`src/rtl/sio_pkg.sv`:
```
package sio_pkg;
  localparam int ADDR_W = 6;
  localparam int NSRC   = 4;

  localparam logic [ADDR_W-1:0] OFS_DATA = 6'h00;
  localparam logic [ADDR_W-1:0] OFS_STAT = 6'h04;
  localparam logic [ADDR_W-1:0] OFS_LINE = 6'h08;
  localparam logic [ADDR_W-1:0] OFS_DIVH = 6'h0C;
  localparam logic [ADDR_W-1:0] OFS_DIVL = 6'h10;
  localparam logic [ADDR_W-1:0] OFS_CTRL = 6'h14;
  localparam logic [ADDR_W-1:0] OFS_FLAG = 6'h18;
  localparam logic [ADDR_W-1:0] OFS_IID  = 6'h1C;
  localparam logic [ADDR_W-1:0] OFS_RTS  = 6'h24;
  localparam logic [ADDR_W-1:0] OFS_RXLV = 6'h38;
  localparam logic [ADDR_W-1:0] OFS_TXLV = 6'h3C;

  // interrupt source positions, shared by the ID register and the enables
  localparam int SRC_MS = 0;
  localparam int SRC_RX = 1;
  localparam int SRC_TX = 2;
  localparam int SRC_RT = 3;
  // control bit where the enables start (modem .. timeout = 3..6)
  localparam int CB_IE_LO = 3;
endpackage

```
`src/rtl/sio_fifo.sv`:
```
module sio_fifo #(
  parameter int W     = 8,
  parameter int DEPTH = 16,
  localparam int PTR_W = (DEPTH > 1) ? $clog2(DEPTH) : 1,
  localparam int CNT_W = $clog2(DEPTH + 1)
) (
  input  logic             clk,
  input  logic             rst,
  input  logic             push,
  input  logic [W-1:0]     din,
  input  logic             pop,
  output logic [W-1:0]     dout,
  output logic [CNT_W-1:0] count,
  output logic             full,
  output logic             empty
);
  logic [W-1:0]     mem [DEPTH];
  logic [PTR_W-1:0] wr_ptr, rd_ptr;
  logic             do_push, do_pop;

  assign full    = (count == CNT_W'(DEPTH));
  assign empty   = (count == '0);
  assign do_push = push && !full;
  assign do_pop  = pop && !empty;
  assign dout    = mem[rd_ptr];

  function automatic logic [PTR_W-1:0] step(input logic [PTR_W-1:0] p);
    return (p == PTR_W'(DEPTH - 1)) ? '0 : p + 1'b1;
  endfunction

  always_ff @(posedge clk) begin
    if (do_push) mem[wr_ptr] <= din;
  end

  always_ff @(posedge clk) begin
    if (rst) begin
      wr_ptr <= '0;
      rd_ptr <= '0;
      count  <= '0;
    end else begin
      if (do_push) wr_ptr <= step(wr_ptr);
      if (do_pop)  rd_ptr <= step(rd_ptr);
      case ({do_push, do_pop})
        2'b10:   count <= count + 1'b1;
        2'b01:   count <= count - 1'b1;
        default: count <= count;
      endcase
    end
  end
endmodule

```
`src/rtl/sio_edge_sync.sv`:
```
module sio_edge_sync #(
  parameter int STAGES = 2
) (
  input  logic clk,
  input  logic rst,
  input  logic async_in,
  output logic level,
  output logic toggled
);
  logic [STAGES-1:0] chain;
  logic              prev;

  always_ff @(posedge clk) begin
    if (rst) begin
      chain <= '0;
      prev  <= 1'b0;
    end else begin
      chain <= {chain[STAGES-2:0], async_in};
      prev  <= chain[STAGES-1];
    end
  end

  assign level   = chain[STAGES-1];
  assign toggled = chain[STAGES-1] ^ prev;
endmodule

```
`src/rtl/sio_irq_ctl.sv`:
```
module sio_irq_ctl #(
  parameter int N = 4
) (
  input  logic         clk,
  input  logic         rst,
  input  logic [N-1:0] set,
  input  logic         clear,
  input  logic [N-1:0] enable,
  output logic [N-1:0] latched,
  output logic         irq
);
  logic [N-1:0] nxt;

  // a new event beside a clear is kept
  always_comb begin
    for (int i = 0; i < N; i++) nxt[i] = (latched[i] && !clear) || set[i];
  end

  always_ff @(posedge clk) begin
    if (rst) begin
      latched <= '0;
      irq     <= 1'b0;
    end else begin
      latched <= nxt;
      irq     <= |(nxt & enable);
    end
  end
endmodule

```
`src/rtl/sio_csr_front.sv`:
```
module sio_csr_front
  import sio_pkg::*;
#(
  parameter int DW    = 8,
  parameter int DEPTH = 16
) (
  input  logic              clk,
  input  logic              rst,
  input  logic              bus_wr,
  input  logic              bus_rd,
  input  logic [5:0]        bus_addr,
  input  logic [31:0]       bus_wdata,
  output logic [31:0]       bus_rdata,
  output logic [DW-1:0]     tx_data,
  output logic              tx_avail,
  input  logic              tx_pop,
  input  logic              line_busy,
  input  logic [DW-1:0]     rx_data,
  input  logic              rx_push,
  input  logic [3:0]        rx_err,
  input  logic              rx_timeout,
  input  logic              cts_async,
  output logic [7:0]        line_cfg,
  output logic [15:0]       baud_div,
  output logic [7:0]        ctrl_cfg,
  output logic [7:0]        rts_cfg,
  output logic              irq
);
  localparam int CNT_W = $clog2(DEPTH + 1);

  logic [7:0]       line_q, ctrl_q, rts_q, divh_q, divl_q;
  logic [3:0]       stat_q;
  logic [CNT_W-1:0] rxlv_q, txlv_q, rx_eff_lv;
  logic [CNT_W-1:0] rx_count, tx_count;
  logic             rx_full, rx_empty, tx_full, tx_empty;
  logic [DW-1:0]    rx_head;
  logic             cts_sync, cts_edge;
  logic [NSRC-1:0]  src_set, iid_q;
  logic [31:0]      rd_val;

  wire wr_hit_data = bus_wr && (bus_addr == OFS_DATA);
  wire rd_hit_data = bus_rd && (bus_addr == OFS_DATA);
  wire wr_hit_stat = bus_wr && (bus_addr == OFS_STAT);
  wire wr_hit_iid  = bus_wr && (bus_addr == OFS_IID);

  sio_fifo #(.W(DW), .DEPTH(DEPTH)) u_txq (
    .clk(clk), .rst(rst), .push(wr_hit_data), .din(bus_wdata[DW-1:0]),
    .pop(tx_pop), .dout(tx_data), .count(tx_count), .full(tx_full), .empty(tx_empty)
  );

  sio_fifo #(.W(DW), .DEPTH(DEPTH)) u_rxq (
    .clk(clk), .rst(rst), .push(rx_push), .din(rx_data),
    .pop(rd_hit_data), .dout(rx_head), .count(rx_count), .full(rx_full), .empty(rx_empty)
  );

  sio_edge_sync #(.STAGES(2)) u_cts (
    .clk(clk), .rst(rst), .async_in(cts_async), .level(cts_sync), .toggled(cts_edge)
  );

  // configuration registers
  always_ff @(posedge clk) begin
    if (rst) begin
      line_q <= '0;
      ctrl_q <= '0;
      rts_q  <= '0;
      divh_q <= '0;
      divl_q <= '0;
      rxlv_q <= CNT_W'(1);
      txlv_q <= '0;
    end else if (bus_wr) begin
      case (bus_addr)
        OFS_LINE: line_q <= bus_wdata[7:0];
        OFS_CTRL: ctrl_q <= bus_wdata[7:0];
        OFS_RTS:  rts_q  <= bus_wdata[7:0];
        OFS_DIVH: divh_q <= bus_wdata[7:0];
        OFS_DIVL: divl_q <= bus_wdata[7:0];
        OFS_RXLV: rxlv_q <= bus_wdata[CNT_W-1:0];
        OFS_TXLV: txlv_q <= bus_wdata[CNT_W-1:0];
        default:  ;
      endcase
    end
  end

  // sticky error status, events beside a clear are kept
  always_ff @(posedge clk) begin
    if (rst) stat_q <= '0;
    else     stat_q <= (wr_hit_stat ? 4'b0 : stat_q)
                     | {rx_err[3] | (rx_push & rx_full), rx_err[2:0]};
  end

  // interrupt sources
  assign rx_eff_lv = (rxlv_q == '0) ? CNT_W'(1) : rxlv_q;
  always_comb begin
    src_set         = '0;
    src_set[SRC_MS] = cts_edge;
    src_set[SRC_RX] = (rx_count >= rx_eff_lv);
    src_set[SRC_TX] = (tx_count <= txlv_q);
    src_set[SRC_RT] = rx_timeout;
  end

  sio_irq_ctl #(.N(NSRC)) u_irq (
    .clk(clk), .rst(rst), .set(src_set), .clear(wr_hit_iid),
    .enable(ctrl_q[CB_IE_LO +: NSRC]), .latched(iid_q), .irq(irq)
  );

  // read mux
  always_comb begin
    rd_val = '0;
    case (bus_addr)
      OFS_DATA: rd_val[DW-1:0] = rx_empty ? '0 : rx_head;
      OFS_STAT: rd_val[3:0]    = stat_q;
      OFS_LINE: rd_val[7:0]    = line_q;
      OFS_DIVH: rd_val[7:0]    = divh_q;
      OFS_DIVL: rd_val[7:0]    = divl_q;
      OFS_CTRL: rd_val[7:0]    = ctrl_q;
      OFS_FLAG: rd_val[7:0]    = {tx_empty, rx_full, tx_full, rx_empty,
                                  line_busy | !tx_empty, 2'b00, cts_sync};
      OFS_IID:  rd_val[NSRC-1:0] = iid_q;
      OFS_RTS:  rd_val[7:0]    = rts_q;
      OFS_RXLV: rd_val[CNT_W-1:0] = rxlv_q;
      OFS_TXLV: rd_val[CNT_W-1:0] = txlv_q;
      default:  rd_val = '0;
    endcase
  end

  always_ff @(posedge clk) begin
    if (rst)         bus_rdata <= '0;
    else if (bus_rd) bus_rdata <= rd_val;
  end

  assign tx_avail = !tx_empty;
  assign line_cfg = line_q;
  assign ctrl_cfg = ctrl_q;
  assign rts_cfg  = rts_q;
  assign baud_div = {divh_q, divl_q};
endmodule

```
`config.mk`:
```
export PLATFORM = sky130hd
export DESIGN_NAME = sio_csr_front
export DESIGN_NICKNAME = d
export VERILOG_FILES = /design/src/rtl/sio_pkg.sv /design/src/rtl/sio_fifo.sv /design/src/rtl/sio_edge_sync.sv /design/src/rtl/sio_irq_ctl.sv /design/src/rtl/sio_csr_front.sv
export SDC_FILE = /design/constraint.sdc
export NUM_CORES = 1
export LEC_CHECK = 0
export ABC_AREA = 1
export ABC_CLOCK_PERIOD_IN_PS = 5100
export CAP_MARGIN = 20
export CORE_ASPECT_RATIO = 0.6
export CORE_MARGIN = 8
export CORE_UTILIZATION = 25
export CTS_BUF_LIST = sky130_fd_sc_hd__clkbuf_4 sky130_fd_sc_hd__clkbuf_8 sky130_fd_sc_hd__clkbuf_16
export DETAILED_ROUTE_END_ITERATION = 8
export GPL_ROUTABILITY_DRIVEN = 0
export MAX_ROUTING_LAYER = met4
export SLEW_MARGIN = 30
export SYNTH_ARGS = -nofsm -noshare
export SYNTH_HDL_FRONTEND = slang
export SYNTH_HIERARCHICAL = 1
export SYNTH_SLANG_ARGS = --single-unit
```
`constraint.sdc`:
```
create_clock -name clk -period 5.1 [get_ports clk]
set_input_delay 0.51 -clock clk [delete_from_list [all_inputs] [get_ports clk]]
set_output_delay 0.51 -clock clk [all_outputs]
set_load 0.02 [all_outputs]
```
After elaboration in Yosys (flattened, before gate mapping)
Memory sizes are Yosys's and may differ from the RTL's. A register that Yosys moved wholly into a read port is not among the register bits. Index checks and enable logic that the tools add are counted.

Input bits: 59. Memories: 2. Bits in latches: 0. Word-level logic and storage cells: 112. Memory bits (writable): 256. Register bits: 96. Bits in read-only memories: 0. Output and inout bits: 82.

Memories: u_rxq.mem (words 16, width 8, rd ports 1, clocked after Yosys merged registers in 1, write ports 1, RTL line sio_fifo.sv:17) `logic [W-1:0] mem [DEPTH];`; u_txq.mem (words 16, width 8, rd ports 1, clocked after Yosys merged registers in 1, write ports 1, RTL line sio_fifo.sv:17).

Muxes and demuxes: 20. Shifts and indexed selects: 0. Add/subtract/negate cells: 8. Bitwise gates (word level): 6. Reduce and logical (&&, ||, !) cells: 35. Div/mod/pow operators: 0. Multipliers: 0. Order comparisons: 2. Equal/unequal tests: 20.

Operator list (number): 4-bit case mux with 11 select lines (1); 4-bit two-way mux (9); 6-bit by 5-bit equality test with 1-bit output (second input constant) (4); 3-bit case mux with 7 select lines (1); 5-bit case mux with 2 select lines (2); 6-bit equality test (second input constant) (3); 4-bit by 1-bit adder with 4-bit output (second input constant) (4); 4-bit equality test (second input constant) (4); 5-bit zero test (3); 2-bit AND reduction (7); 6-bit by 4-bit equality test with 1-bit output (second input constant) (2); 1-bit logical AND (12); 5-bit by 1-bit adder with 5-bit output (second input constant) (2); 5-bit equality test (second input constant) (2); 5-bit by 1-bit subtractor with 5-bit output (second input constant) (2); 1-bit case mux with 9 select lines (1); 8-bit two-way mux (1); 6-bit by 3-bit equality test with 1-bit output (second input constant) (1); 6-bit zero test (1); 5-bit >= comparator (1); 5-bit <= comparator (1); 1-bit zero test (5); 5-bit two-way mux (1); 4-bit AND (1); other kinds (10) (20).

Longest topological paths before layout
Gate-level depths: netlist of run 1.

Depth after elaboration: 7. Mapped depth: 19. Depth with buffers taken out: 17.

Hierarchy
Netlist of run 1, hierarchy kept.

By module, submodules not included: sio_fifo at u_txq (instances 1, seq. area each 4184.0 um2, cells an instance 549, area an instance 6224.7 um2); sio_fifo at u_rxq (instances 1, seq. area each 4184.0 um2, cells an instance 549, area an instance 6218.5 um2); sio_csr_front (instances 1, seq. area each 1241.2 um2, cells an instance 505, area an instance 3409.5 um2); sio_irq_ctl (instances 1, seq. area each 100.1 um2, cells an instance 30, area an instance 198.9 um2); sio_edge_sync (instances 1, seq. area each 60.1 um2, cells an instance 13, area an instance 97.6 um2).

Worst setup path before layout of run 1
OpenSTA, ideal clock, no wires.

Path kind: in2reg. Start: input port bus_addr[2]. End: register u_rxq.count[2]. Cell stages on the path: 16. Library setup time: 0.115 ns. Buffers on the path: 1. Data arrival time: 2.376 ns. Slack: 2.608 ns. Data required time: 4.985 ns. Cells stage by stage: nor2_1 nand3_2 nor2_1 nand2_1 inv_1 ha_1 buf_2 nand2_1 inv_1 nor2_2 ha_1 inv_1 nand2_1 xor2_1 o21ai_0 inv_1.

Cells in the longest elaborated chain, start to end: 5. Elaborated cells between the ends (all ways): 7. Classes of those cells: 2 x eq/ne; 1 x mux; 4 x reduce/logical.

Ends and longest elaborated chain: start, declared (RTL line sio_csr_front.sv:11) `input logic [5:0] bus_addr,`; 6-bit zero test * (RTL line sio_csr_front.sv:42) `wire rd_hit_data = bus_rd && (bus_addr == OFS_DATA);`; 1-bit logical AND * (RTL line sio_csr_front.sv:42); named net rd_hit_data (RTL line sio_csr_front.sv:42); 1-bit logical AND * (RTL line sio_fifo.sv:24) `assign do_pop = pop && !empty;`; 2-bit by 1-bit equality test with 1-bit output or 2-bit equality test (tied branches) (RTL line sio_fifo.sv:43) `case ({do_push, do_pop})`; 5-bit case mux with 2 select lines or 2-bit nonzero test (tied branches); end signal, assigned (RTL line sio_fifo.sv:44) `2'b10: count <= count + 1'b1;`; end signal, assigned (RTL line sio_fifo.sv:45) `2'b01: count <= count - 1'b1;`; end signal, assigned (RTL line sio_fifo.sv:46) `default: count <= count;`; end, declared (RTL line sio_fifo.sv:13) `output logic [CNT_W-1:0] count,`.

Mark *: on every way through the listed nets, which the timed path passes. The rest lies on a longest branch. A chain may end at the register's enable or synchronous reset.

==> flow_summary.toml, run 1 <==
[outcome]
status = "completed"

[worst_setup_path]
start_kind = "flip-flop"
crit_required_ps = 4590
cp_max_fo = 17
cp-end-kind = "output pin"
arrival_ps = 2930
criticalPathCategory = "reg2out"

[synth]
synth-main-ff-cell = "edfxtp_1"
synth-simple-area-share_pct = 16.2
syn_area_per_cell_um2 = 9.81
synth_compound_gate_area_share_pct = 11.8
synth_edf_count = 256
synth-warning-count = 6
yosys.area.top_type = "edfxtp_1"
synth_cell_types = 35
synth_fa_ha_area_share_pct = 2.01
synthTopCellsByArea = "edfxtp_1, dfxtp_1, nand2_1"
synth-async-reset-ratio_pct = 0
synth-xor-area-share_pct = 0.488
syn-cell-area_um2 = 16100
synth_mux_area_share_pct = 0
synth_most_common_cell = "edfxtp_1"
synth-seq-cells = 360
synth_top_family_by_area = "simple AND/OR/NAND/NOR gates"
netlist.area_leader.share_pct = 47.6
yosysSeqAreaShare_pct = 60.5
synth_common_cells = "edfxtp_1, nand2_1, inv_1"
synthCells = 1646

[floorplan]
dieHeight_um = 213
dieArea_um2 = 73300
start_util_pct = 25.2
rows = 72
num_io_pins = 141
die_x_um = 344
coreArea_um2 = 64100

[power]
max-vdd-ir-drop_uv = 193
power.leakage_nw = 7.11
p_per_area_nw_per_um2 = 392

[route]
drc = 0
vias = 11700
ant_nets = 0
drtIter0Drc = 1278
avgRoutedWirePerCell_um = 17.1
vias_per_cell = 4.50
first_pass_iters = 6
wirelength_um = 44500

[clock_network]
cts_made_buffers = 41
holdBufCountCts = 0
tritoncts = "built"
insertion_delay_ps = 550
htree_num_levels = 2
clk_pin_slew_ps = 60
cts_resized = 0
clock_sinks = 360
cts_max_path_buffers = 3
cts-root-buf = "clkbuf_16"
postCtsSetupBuffers = 0

[cells_and_area]
num-fill-cells = 6627
n_antenna_cell = 0
nets = 1812
regArea_um2 = 9780
drive_above_1_share_pct = 8.54
area_growth_syn_to_layout_pct = 18.4
multi_input_area_um2 = 5040
post-route-util_pct = 29.8

[placed_design]
io_buffers = 92
dp_hpwl_um = 31600

[sta]
fmax_ghz = 0.291
tightest_slew_ps = 1010
finalHoldViolations = 0
finalCritPeriodShare_pct = 67.5
skew_ps = 16.3
fin_setup_tns_ps = 0
rsz0062_at_grt = "no"
finalSetupViolations = 0
period_needed_ps = 3440
slew_headroom_pct = 32.2
slew_viol_final = 0

[worst_hold_path]
hold_path.class = "in2reg"

[global_route]
grt_pass1_wl_um = 66300
antenna_found_initial = 0
grt_max_degree = 102
grt.overflow.total = 0
grt_pass1_vias = 10800
track_usage_pct = 12.1

[job]
cap_violations = 0
## metal layers
metal	GRT usage, %	part of all wire [%]	up-vias
met5	-	0	-
met4	3.31	1.9	0
met3	2.62	7.0	56
met2	16.6	41	352
met1	17.9	50	5645
li1	-	-	5682
## cell type report
| type | instances | area share, % |
|---|---|---|
| Clock buffer | 53 | 5.96 |
| Clock inverter | 20 | 1.04 |
| Inverter | 231 | 4.55 |
| Multi-Input combinational cell | 989 | 26.4 |
| Sequential cell | 360 | 51.2 |
| Tap cell | 851 | 5.57 |
| Timing Repair Buffer | 104 | 5.32 |
## power by group
| part | internal, mW | switching [mW] | total (mW) |
|---|---|---|---|
| logic | 0.458 | 0.774 | 1.23 |
| clock network | 1.74 | 1.17 | 2.91 |
| registers | 3.20 | 0.152 | 3.35 |
| total | 5.40 | 2.10 | 7.50 |
## flip-flops by register name (all words and copies together), names as in the netlist, 8 cells and up, named ones only
signal	count
bus_rdata	8
divl_q	8
line_cfg	8
ctrl_cfg	8
u_rxq/mem	128
divh_q	8
u_txq/mem	128
rts_cfg	8
## critical path: stages (launching register included)
cell and delay (ps):
dfxtp_1 750, inv_1 480, nand3_1 200, nand3_1 180, nand2_1 140, clkdlybuf4s50_1 620
## cell families (layout without fill, tap and decap cells)
logic type,count (synthesis),count (layout)
XOR/XNOR,9,9
adder cells (fa/ha/maj),26,26
AO/OA/AOI/OAI,327,327
flip-flops,360,360
buffers and inverters,320,408
AND/OR/NAND/NOR,603,603
other,1,24
## metrics by stage
step                power (mW)  area, um^2  setup WS [ps]  hold slack, ps  std cells
floorplan                 4.23       16200           2610             388       1669
global placement          4.59       17700           1500             461       2534
detailed placement        4.61       17700           1400             472       2534
CTS                       7.55       19100           1460             451       2607
global route              7.83       19100           1410             478       2608
finish                    7.50       19100           1660             463       2608
## path summary, 6_finish.rpt
check | from | slack, ps | end | depth (start not counted)
max | flip-flop | 1660 | tx_data[2] | 5
min | bus_wdata[7] | 460 | u_txq/mem[9][7] | 1
max reg2reg | flip-flop | 2490 | bus_rdata[3] | 12
min reg2reg | u_cts/chain[1] | 470 | u_cts/prev | 2
## placed cells by master, fill, tap and decap left out, types with 9 or more instances in the layout
master and n:
nand3_1 156, nor2_2 12, inv_1 220, nand2_1 242, clkbuf_4 10, nor2_1 158
o21ai_0 130, ha_1 26, nand4_1 10, conb_1 24, buf_4 11, edfxtp_1 256
o211ai_1 44, clkbuf_16 42, a21oi_1 122, o211ai_2 20, clkdlybuf4s50_1 89, dfxtp_1 100
nor2_4 9, inv_2 10
Power figures use the tool's default switching activity.
==> inputs of run 2 (changes only) <==
--- a/config.mk
+++ b/config.mk
@@ -6,7 +6,7 @@
 export NUM_CORES = 1
 export LEC_CHECK = 0
 export ABC_AREA = 1
-export ABC_CLOCK_PERIOD_IN_PS = 5100
+export ABC_CLOCK_PERIOD_IN_PS = 3500
 export CAP_MARGIN = 20
 export CORE_ASPECT_RATIO = 0.6
 export CORE_MARGIN = 8
==> constraint.sdc (replaced) <==
create_clock -name clk -period 3.5 [get_ports clk]
set_input_delay 0.35 -clock clk [delete_from_list [all_inputs] [get_ports clk]]
set_output_delay 0.35 -clock clk [all_outputs]
set_load 0.02 [all_outputs]
==> run 2 against run 1 <==
Global-route usage increased by 0.57 points. Critical path depth increased by 1. Clock skew decreased by 5.2 ps. Flip-flop and latch count unchanged. Die area unchanged. Utilization increased by 0.17 points. Combinational power increased by 51%. Critical path type unchanged. Critical endpoint is now tx_data[6].
==> flow_summary.toml, run 2 (synthesized netlist as in run 1, its figures left out) <==
[sta]
finalCritPeriodShare_pct = 89.5
period_needed_ps = 3130
skew_ps = 11.2
fin_setup_tns_ps = 0
fmax_ghz = 0.319
tightest_slew_ps = 938
finalSetupViolations = 0
rsz0062_at_grt = "no"
finalHoldViolations = 0
setup_ws_ps = 367
slew_viol_final = 0
slew_headroom_pct = 37.3

[job]
cap_violations = 0

[floorplan]
coreArea_um2 = 64100
dieHeight_um = 213
start_util_pct = 25.2
die_x_um = 344
dieArea_um2 = 73300
num_io_pins = 141
rows = 72

[worst_setup_path]
criticalPathCategory = "reg2out"
start_kind = "flip-flop"
critPathSlowestCell = "dfxtp_4"
slowest_delay_ps = 660
critPathBufInv = 2
cp_common_cell = "nand3_1"
arrival_ps = 2780
worstPathCellList = "buf_12, o211ai_1, nand3_1, nand3_1, nand2_1, clkdlybuf4s50_1"
ff2ff_setup_slack_ps = 980
cp-end-kind = "output pin"
cp_max_fo = 80
crit_required_ps = 3150
critPathTopFamily = "buffers and inverters"

[power]
power.total_mw = 10.7
power.leakage_nw = 7.22
p_per_area_nw_per_um2 = 555
max-vdd-ir-drop_uv = 337

[cells_and_area]
stdcell_count = 2636
mostFrequentLayoutCells = "edfxtp_1, nand2_1, inv_1, nor2_1, nand3_1"
final_common_cell = "edfxtp_1"
area_growth_syn_to_layout_pct = 19.0
drive_above_1_share_pct = 9.59
num-fill-cells = 6602
largestRegisters = "u_rxq/mem (128), u_txq/mem (128)"
nets = 1838

[route]
first_pass_iters = 5
drtIter0Drc = 1052
avgRoutedWirePerCell_um = 17.5
wirelength_um = 46200
drc = 0
vias_per_cell = 4.56
ant_nets = 0
vias = 12000

[placed_design]
pre_cts_ws_ps = 397
dp.cells = 2561
dp_hpwl_um = 32700
io_buffers = 92

[global_route]
grt_pass1_vias = 11400
grt.overflow.total = 0
grt_max_degree = 81
antenna_found_initial = 3
track_usage_pct = 12.7
grt_pass1_wl_um = 69300

[clock_network]
postCtsSetupBuffers = 0
tritoncts = "built"
cts_max_path_buffers = 3
insertion_delay_ps = 550
cts_made_buffers = 41
clk_pin_slew_ps = 60
holdBufCountCts = 0
clock_sinks = 360
cts-root-buf = "clkbuf_16"
htree_num_levels = 2
cts_resized = 0

[worst_hold_path]
hold_path.class = "in2reg"

[outcome]
status = "completed"
run 2: changes by cell type in the layout (fill, tap and decap cells not counted), sizes merged:
cell	delta
clkbuf	+1
inv	+1
clkdlybuf4s50	-3
clkinv	+4
buf	+29
diode	+2
bufinv	-3
clkinvlp	-3
run 2: final cells by class:
cell class,count,area (um^2),area share (%)
clock buffers,54,1160,6.03
multi-input cells,989,5040,26.2
well taps,851,1060,5.54
flip-flops and latches,360,9780,50.9
inverters,231,870,4.52
diodes,2,5.00,0.0260
repair buffers,130,1210,6.31
clock inverters,19,96.3,0.501
run 2: stage by stage:
step | hold WS, ps | instance area (um^2) | utilization [%]
after floorplan | 388 | 16200 | -
after global placement | 414 | 18000 | 28.0
after detailed placement | 420 | 18000 | 28.0
after CTS | 311 | 19200 | 30.0
after global routing | 315 | 19200 | 30.0
final | 330 | 19200 | 30.0
run 2: path summary, 6_finish.rpt:
kind                                startpoint              end  depth (start not counted)
worst max-delay path                 flip-flop       tx_data[6]                          6
worst min-delay path              bus_wdata[3]  u_txq/mem[8][3]                          1
worst max register to register  u_rxq/count[1]   u_rxq/count[2]                         14
worst min register to register  u_cts/chain[0]   u_cts/chain[1]                          2
run 2: where the power goes:
group	internal (mW)	switching [mW]
sequential	4.66	0.157
combinational	0.670	1.19
clock	2.33	1.66
total	7.66	3.01
run 2: layer usage:
metal,GRT usage [%],part of all wire (%)
met2,17.2,40
met1,18.1,47
met5,-,0
met4,4.31,3.1
met3,3.48,9.6
==> inputs of run 3 (changes only) <==
--- a/config.mk
+++ b/config.mk
@@ -15,7 +15,7 @@
 export DETAILED_ROUTE_END_ITERATION = 8
 export GPL_ROUTABILITY_DRIVEN = 0
 export MAX_ROUTING_LAYER = met4
-export SLEW_MARGIN = 30
+export SLEW_MARGIN = 20
 export SYNTH_ARGS = -nofsm -noshare
 export SYNTH_HDL_FRONTEND = slang
 export SYNTH_HIERARCHICAL = 1
==> run 3 against run 2 <==
Utilization rose by 0.11 points. Clock skew up 11 ps. Sequential power about the same. Clock-buffer cell count down 2.
==> flow_summary.toml, run 3 (synthesized netlist as in run 1, its figures left out) <==
[outcome]
status = "completed"

[power]
p_per_area_nw_per_um2 = 564
clkPwrFrac_pct = 38.6
max-vdd-ir-drop_uv = 274
power.internal_mw = 7.86
p_switching_mw = 3.03
power.leakage_nw = 7.24
power.total_mw = 10.9
p_sw_share_pct = 27.8
pwr-share-seq_pct = 44.3
pwr-share-comb_pct = 17.1

[cells_and_area]
stdcell_count = 2637
largestRegisters = "u_rxq/mem (128), u_txq/mem (128)"
final_common_cell = "edfxtp_1"
area_growth_syn_to_layout_pct = 19.5
drive_above_1_share_pct = 9.25
mostFrequentLayoutCells = "edfxtp_1, nand2_1, inv_1, nor2_1, nand3_1"
postLayoutCellArea_um2 = 19300
nets = 1837

[route]
ant_nets = 0
first_pass_iters = 5
vias = 11900
vias_per_cell = 4.52
drc = 0
drtIter0Drc = 1097
avgRoutedWirePerCell_um = 17.5
wirelength_um = 46100

[sta]
period_needed_ps = 3150
slew_viol_final = 0
rsz0062_at_grt = "no"
slew_headroom_pct = 29.8
tightest_slew_ps = 1050
finalCritPeriodShare_pct = 90.0
setup_ws_ps = 350
fmax_ghz = 0.317
finalSetupViolations = 0
fin_setup_tns_ps = 0
skew_ps = 22.2
finalHoldViolations = 0

[worst_setup_path]
start_kind = "flip-flop"
arrival_ps = 2800
cp-end-kind = "output pin"
r2r_cells = 14
cp_max_fo = 80
timing.rr.end = "u_rxq/count[2]"
crit_required_ps = 3150
criticalPathCategory = "reg2out"
r2r-start = "u_rxq/count[1]"
ff2ff_setup_slack_ps = 990

[floorplan]
rows = 72
die_x_um = 344
num_io_pins = 141
dieHeight_um = 213
dieArea_um2 = 73300
coreArea_um2 = 64100
start_util_pct = 25.2

[clock_network]
holdBufCountCts = 0
cts_max_path_buffers = 3
postCtsSetupBuffers = 0
cts_resized = 0
clk_pin_slew_ps = 50
tritoncts = "built"
cts_made_buffers = 40
insertion_delay_ps = 560
htree_num_levels = 2
clock_sinks = 360
cts-root-buf = "clkbuf_16"

[worst_hold_path]
hold_end = "u_txq/mem[9][6]"
whs_path_depth = 1
hold_path.class = "in2reg"
min-delay-start = "bus_wdata[6]"

[placed_design]
pre_cts_ws_ps = 359
dp_hpwl_um = 32800
io_buffers = 92
dp.cells = 2561
dpl-instance-area_um2 = 18000

[global_route]
grt_pass1_vias = 11300
grt_pass1_wl_um = 69300
antenna_found_initial = 3
track_usage_pct = 12.7
grt_max_degree = 81
grt.overflow.total = 0

[job]
cap_violations = 0
## run 3: metal layers
layer  GRT usage, %  part of all wire, %
met5              -                    0
met4           3.21                  2.1
met3           3.08                  9.0
met2           17.6                   41
met1           18.3                   48
## run 3: final cells by class
class	count	area, um^2
flip-flops and latches	360	9780
well taps	851	1060
repair buffers	130	1220
clock buffers	52	1100
inverters	231	870
clock inverters	21	214
multi-input cells	989	5030
diodes	3	7.51
fillers	6576	44800
## run 3: how the worst max path moves through the flow
stage,from,end
6_report,flip-flop,tx_data[6]
2_1_floorplan,bus_addr[2],u_rxq/count[2]
3_5_place_dp,bus_addr[1],u_rxq/count[2]
5_1_grt,flip-flop,tx_data[6]
3_3_place_gp,bus_addr[1],u_rxq/count[2]
4_1_cts,flip-flop,tx_data[6]
## run 3: power groups by stage
stage          Sequential (mW)  Clock [mW]  Combinational [mW]
3_3_place_gp              4.91           0                1.81
4_1_cts                   4.82        4.30                1.86
6_report                  4.82        4.20                1.86
5_1_grt                   4.84        4.46                2.06
2_1_floorplan             4.82           0                1.35
3_5_place_dp              4.91           0                1.85
## run 3: per-stage QoR
stage          hold WS (ps)  util [%]
5_1_grt                 351      30.1
3_3_place_gp            414      28.0
4_1_cts                 337      30.1
2_1_floorplan           388         -
6_report                348      30.1
3_5_place_dp            417      28.0
## run 3: worst max-delay path, cell delays in order (launching register included)
cell and delay (ps):
dfxtp_4 670, buf_12 360, o211ai_1 180, nand3_1 150
nand3_1 130, nand2_1 100, clkdlybuf4s50_1 620
